==> src/rtl/ioc_pkg.sv <==
package ioc_pkg;

    localparam int NPINS  = 6;
    localparam int DATA_W = 8;
    localparam int ADDR_W = 2;

    typedef enum logic [ADDR_W-1:0] {
        ADR_PORT = 2'd0,
        ADR_MASK = 2'd1,
        ADR_CTRL = 2'd2,
        ADR_NONE = 2'd3
    } ioc_addr_e;

    // Control register layout (bit positions are software-visible)
    localparam int CTRL_FLAG_BIT = 0;
    localparam int CTRL_GATE_BIT = 1;

    typedef struct packed {
        logic gate;   // global interrupt enable
        logic flag;   // sticky port-change flag
    } ioc_ctrl_t;

    // Per-pin difference against the snapshot, limited to watched pins
    function automatic logic [NPINS-1:0] pin_diff(
        input logic [NPINS-1:0] now_v,
        input logic [NPINS-1:0] snap_v,
        input logic [NPINS-1:0] mask_v
    );
        return (now_v ^ snap_v) & mask_v;
    endfunction

endpackage

==> src/rtl/ioc_sync.sv <==
module ioc_sync #(
    parameter int W = 6
) (
    input  logic         clk,
    input  logic [W-1:0] async_i,
    output logic [W-1:0] sync_o
);
    // Two flop stages per pin; no reset so pins settle during reset
    for (genvar g = 0; g < W; g++) begin : g_bit
        logic st1, st2;
        always_ff @(posedge clk) begin
            st1 <= async_i[g];
            st2 <= st1;
        end
        assign sync_o[g] = st2;
    end
endmodule

==> src/rtl/ioc_detect.sv <==
module ioc_detect
    import ioc_pkg::*;
#(
    parameter int W = NPINS
) (
    input  logic         clk,
    input  logic         rst,
    input  logic [W-1:0] pins_s,
    input  logic [W-1:0] mask,
    input  logic         snap_load,
    output logic [W-1:0] snap,
    output logic         hit
);
    logic [W-1:0] diff;

    always_ff @(posedge clk) begin
        if (rst || snap_load) snap <= pins_s;
    end

    assign diff = pin_diff(pins_s, snap, mask);
    // A difference seen during the snapshot cycle is absorbed into the new copy
    assign hit  = (|diff) && !snap_load;

    AST_SNAP_TAKEN: assert property (@(posedge clk) disable iff (rst)
        snap_load |=> snap == $past(pins_s)) else $error("snapshot not taken");
endmodule

==> src/rtl/ioc_regs.sv <==
module ioc_regs
    import ioc_pkg::*;
#(
    parameter int W  = NPINS,
    parameter int DW = DATA_W,
    parameter int AW = ADDR_W
) (
    input  logic          clk,
    input  logic          rst,
    input  logic [AW-1:0] addr,
    input  logic          wr_en,
    input  logic          rd_en,
    input  logic [DW-1:0] wdata,
    input  logic [W-1:0]  pins_s,
    input  logic          hit,
    output logic [W-1:0]  mask,
    output ioc_ctrl_t     ctrl,
    output logic          port_access,
    output logic [DW-1:0] rdata
);
    ioc_addr_e a;
    logic      ctrl_wr, flag_clr;
    logic      unused_wdata;

    assign a           = ioc_addr_e'(addr);
    assign port_access = (wr_en || rd_en) && (a == ADR_PORT);
    assign ctrl_wr     = wr_en && (a == ADR_CTRL);
    assign flag_clr    = ctrl_wr && !wdata[CTRL_FLAG_BIT];
    assign unused_wdata = ^wdata[DW-1:W];

    always_ff @(posedge clk) begin
        if (rst) begin
            mask <= '0;
            ctrl <= '0;
        end else begin
            if (wr_en && a == ADR_MASK) mask <= wdata[W-1:0];
            if (ctrl_wr) ctrl.gate <= wdata[CTRL_GATE_BIT];
            // Difference re-sets the flag every cycle; set wins over clear
            ctrl.flag <= hit || (ctrl.flag && !flag_clr);
        end
    end

    always_comb begin
        rdata = '0;
        unique case (a)
            ADR_PORT: rdata[W-1:0] = pins_s;
            ADR_MASK: rdata[W-1:0] = mask;
            ADR_CTRL: begin
                rdata[CTRL_FLAG_BIT] = ctrl.flag;
                rdata[CTRL_GATE_BIT] = ctrl.gate;
            end
            default:  rdata = '0;
        endcase
    end

    AST_UPPER_ZERO: assert property (@(posedge clk) disable iff (rst)
        rdata[DW-1:W] == '0) else $error("upper bits nonzero");
    AST_RESET_MASK: assert property (@(posedge clk)
        (!rst && $past(rst)) |-> (mask == '0 && ctrl == '0)) else $error("reset state");
    AST_STICKY_SET: assert property (@(posedge clk) disable iff (rst)
        hit |=> ctrl.flag) else $error("flag not set");
    AST_CLEAR_TAKES: assert property (@(posedge clk) disable iff (rst)
        (flag_clr && !hit) |=> !ctrl.flag) else $error("clear lost");
    AST_HOLD_FLAG: assert property (@(posedge clk) disable iff (rst)
        (ctrl.flag && !ctrl_wr) |=> ctrl.flag) else $error("flag dropped");
endmodule

==> src/rtl/ioc_port_watch.sv <==
module ioc_port_watch
    import ioc_pkg::*;
(
    input  logic              clk,
    input  logic              rst,
    input  logic [NPINS-1:0]  pin_i,
    input  logic [ADDR_W-1:0] addr,
    input  logic              wr_en,
    input  logic              rd_en,
    input  logic [DATA_W-1:0] wdata,
    output logic [DATA_W-1:0] rdata,
    output logic              wake_o,
    output logic              irq_o
);
    logic [NPINS-1:0] pins_s, mask, snap;
    logic             hit, port_access;
    ioc_ctrl_t        ctrl;

    ioc_sync #(.W(NPINS)) u_sync (
        .clk(clk), .async_i(pin_i), .sync_o(pins_s)
    );

    ioc_detect #(.W(NPINS)) u_detect (
        .clk(clk), .rst(rst), .pins_s(pins_s), .mask(mask),
        .snap_load(port_access), .snap(snap), .hit(hit)
    );

    ioc_regs #(.W(NPINS), .DW(DATA_W), .AW(ADDR_W)) u_regs (
        .clk(clk), .rst(rst), .addr(addr), .wr_en(wr_en), .rd_en(rd_en),
        .wdata(wdata), .pins_s(pins_s), .hit(hit), .mask(mask),
        .ctrl(ctrl), .port_access(port_access), .rdata(rdata)
    );

    assign wake_o = ctrl.flag;
    assign irq_o  = ctrl.flag && ctrl.gate;

    AST_WAKE_FOLLOW: assert property (@(posedge clk) disable iff (rst)
        wake_o == ctrl.flag) else $error("wake mismatch");
    AST_IRQ_GATED: assert property (@(posedge clk) disable iff (rst)
        irq_o |-> (ctrl.gate && wake_o)) else $error("irq ungated");
    AST_MASKED_QUIET: assert property (@(posedge clk) disable iff (rst)
        (!ctrl.flag && mask == '0) |=> !ctrl.flag) else $error("masked set");
endmodule

==> config.mk <==
export PLATFORM = sky130hd
export DESIGN_NAME = ioc_port_watch
export DESIGN_NICKNAME = d
export VERILOG_FILES = /design/src/rtl/ioc_pkg.sv /design/src/rtl/ioc_sync.sv /design/src/rtl/ioc_detect.sv /design/src/rtl/ioc_regs.sv /design/src/rtl/ioc_port_watch.sv
export SDC_FILE = /design/constraint.sdc
export NUM_CORES = 1
export LEC_CHECK = 0
export ABC_CLOCK_PERIOD_IN_PS = 1300
export BUFFER_PORTS_ARGS = -buffer_cell sky130_fd_sc_hd__buf_2
export CAP_MARGIN = 20
export CORE_MARGIN = 2
export CORE_UTILIZATION = 40
export CTS_CLUSTER_DIAMETER = 120
export DETAILED_ROUTE_END_ITERATION = 10
export HOLD_SLACK_MARGIN = 0.08
export PLACE_DENSITY_LB_ADDON = 0.12
export SLEW_MARGIN = 20
export SYNTH_ARGS = -nofsm -noshare
export SYNTH_HDL_FRONTEND = slang
export SYNTH_HIERARCHICAL = 1
export SYNTH_SLANG_ARGS = --single-unit
==> constraint.sdc <==
create_clock -name clk -period 1.3 [get_ports clk]
set_input_delay 0.26 -clock clk [delete_from_list [all_inputs] [get_ports clk]]
set_output_delay 0.26 -clock clk [all_outputs]
set_load 0.02 [all_outputs]
==> reports/qor.yml <==
outcome: "finished with violations"
violations: "negative setup slack"
synth_most_common_cell: "dfxtp_1"
drc: 0
grtUsageTotal_pct: 11.8
drv_cap: 0
seqPwrFrac_pct: 60.9
ys_types: 19
drt_iter0_markers: 7
netlist.area_leader.share_pct: 37.5
fin_ws_ns: -0.0478
hold_viol: 0
crit_fanout: 2
power_frac_comb_pct: 12.8
power.density_mw_per_mm2: 1130
netlist_top_cells_count: "20 x dfxtp_1, 13 x mux2i_1, 13 x nand2b_1, 8 x buf_4, 7 x nor2_1"
p_int_w: 0.00115
drive_above_1_share_pct: 40.5
cts_buffers: 3
finalPower_w: 0.00148
drt-vias-per-instance: 4.60
clkSinkCount: 26
crit_arrival_ns: 1.57
drv_slew: 0
cts_tree: "built"
port_buffers: 25
cp-startpoint: "u_detect/snap[0]"
syn_area_mm2: 0.00107
final_cell_count_no_fill: 151
avgSynthCellArea_um2: 11.7
synth_top_area_cell: "dfxtp_1"
busiest_layer: "met2"
seq_area_frac_synth_pct: 54.4
start_kind: "flip-flop"
core_area_mm2: 0.00250
grt_antenna_before_repair: 0
boundaryPins: 30
final_core_util_pct: 52.5
syn2layout_area_growth_pct: 23.0
die_area_mm2: 0.00310
die_x_um: 55.7
ys_ff_latch: 26
synthTopCellsByArea: "dfxtp_1 38%, edfxtp_1 17%, mux2i_1 12%"
first_pass_iters: 4
r2r_slack_ns: -0.05
critPathKind: "flip-flop to flip-flop"
crit_chain: "xor2_2 -> a22oi_1 -> a31oi_1 -> nor2_1 -> a211oi_1"
dpl.hpwl_um: 1280
gp_congestion: 0.760
drtAntennaViolNets: 0
post_dp_cell_area_mm2: 0.00116
met2_usage_pct: 20.2
grt_use_met3_pct: 3.49
rsz0062_at_grt: "yes"
setup_viol: 3
overflow: 0
yosysWarningCount: 6
worstSetupEndpoint: "u_regs/ctrl[0]"
root_buffer: "clkbuf_4"
rr_worst_depth: 5
p_leak_nw: 0.570
grt_pass1_vias: 658
required_ns: 1.52
htree_levels: 1
p_clk_share_pct: 26.2
clk_path_buf_depth: 2
period_minus_slack_ns: 1.35
fillers: 225
end_kind: "flip-flop"
synthCells: 91
initial_core_util_pct: 42.7
grt_max_degree: 15
seqCellArea_um2: 596
fin_crit_sh_pct: 104
nNetsFinal: 142
switching_share_pct: 22.6
clk_pin_slew_ns: 0.13
fin_area_mm2: 0.00131
max_freq_mhz: 742
hp-class: "input pin to flip-flop"
fp.dieH_um: 55.7
dp.cells: 138
grt_pass1_wl_um: 2830
avgRoutedWirePerCell_um: 11.8
r2r-end: "u_regs/ctrl[0]"
crit_path_max_incr_delay_ns: 0.45
std_cell_rows: 18
clock_latency_ns: 0.30
grt_use_met1_pct: 13.5
diodes: 0
reg2reg_from: "u_detect/snap[0]"
vias: 694
ys.flop_type: "dfxtp_1"
finClkSkew_ns: 0.000475
cp_slowest_cell: "edfxtp_1"
peakVddDrop_mv: 0.778
p_switching_w: 0.000334
drt-total-wl_um: 1790
async_reset_ff_share_pct: 0
synth_edf_count: 6
multi_input_area_um2: 400
-- cell type report --
type,instances,share of cell area [%]
timing repair buffer,37,18.5
tap,30,2.86
sequential,26,45.4
clock buffer,4,2.76
multi-input combinational,54,30.5
-- cell usage in the layout (no fill, tap or decap) --
cell,count
a22oi_1,3
or2_2,1
xor2_1,5
dfxtp_2,12
nor2b_1,1
and3b_1,2
clkbuf_8,1
buf_4,11
dfxtp_1,8
mux2i_1,13
o2bb2ai_1,2
and2_1,1
conb_1,2
nand2b_1,13
edfxtp_1,6
a211oi_1,1
dlygate4sd3_1,6
nor3_1,1
a31oi_1,1
buf_2,20
nor2_1,7
xor2_2,1
clkbuf_4,3
-- sequential cells by signal (all words and copies together) (netlist names) --
signal and count:
u_sync/g_bit.st1 6, u_detect/snap 6, u_regs/mask 6, u_sync/g_bit.st2 6, u_regs/ctrl 2
-- cells by family after synthesis --
group | share of synthesized area [%]
AND/OR/NAND/NOR | 14.0
buffers and inverters | 9.14
other | 0.351
multiplexers | 12.2
XOR/XNOR | 4.92
AO/OA/AOI/OAI | 5.04
flip-flops | 54.4
-- per-stage QoR --
stage	hold slack, ns	worst slack (ns)	setup TNS, ns
final	0.192	-0.0478	-0.0599
after CTS	0.183	-0.0345	-0.0746
after global routing	0.196	-0.119	-0.346
after floorplan	0.288	0.162	0
after detailed placement	0.312	0.0126	0
after global placement	0.310	0.0540	0
-- power by group through the flow --
stage	combinational [W]	sequential, W	clock (W)
5_1_grt	0.000206	0.000907	0.000436
4_1_cts	0.000183	0.000901	0.000407
3_5_place_dp	0.000163	0.000917	0
3_3_place_gp	0.000160	0.000915	0
6_report	0.000190	0.000901	0.000388
2_1_floorplan	0.000131	0.000909	0
-- what timing repair did --
action                                  CTS  global route
resized for setup                        14             4
hold buffers                              6             0
buffers inserted                          2             1
endpoints found under the setup margin    7             8
hold endpoints to repair                  6             0
pin swaps                                 4             2
-- worst min-delay path by stage --
stage | to | from | slack (ns) | cells past startpoint
CTS | u_regs/mask[3] | wdata[3] | 0.18 | 3
global placement | u_sync/g_bit[2].st2 | u_sync/g_bit[2].st1 | 0.31 | 0
floorplan | u_sync/g_bit[0].st1 | pin_i[0] | 0.29 | 0
finish | u_regs/mask[3] | wdata[3] | 0.19 | 3
detailed placement | u_sync/g_bit[5].st2 | u_sync/g_bit[5].st1 | 0.31 | 0
global route | u_regs/mask[5] | wdata[5] | 0.20 | 3
-- worst max-delay path, delay by kind of cell, from the launching register on --
family          cells  cell delay (ns)
compound gates      3             0.58
flops               1             0.45
xor+xnor            1             0.18
simple gates        1             0.06
-- routing by layer --
layer	wire length, um	up-vias	share of wire, %
li1	-	353	-
met1	803	318	45
met2	877	21	49
met3	94	2	5.3
met4	12	0	0.67
met5	0	-	0
Power figures use the tool's default switching activity.
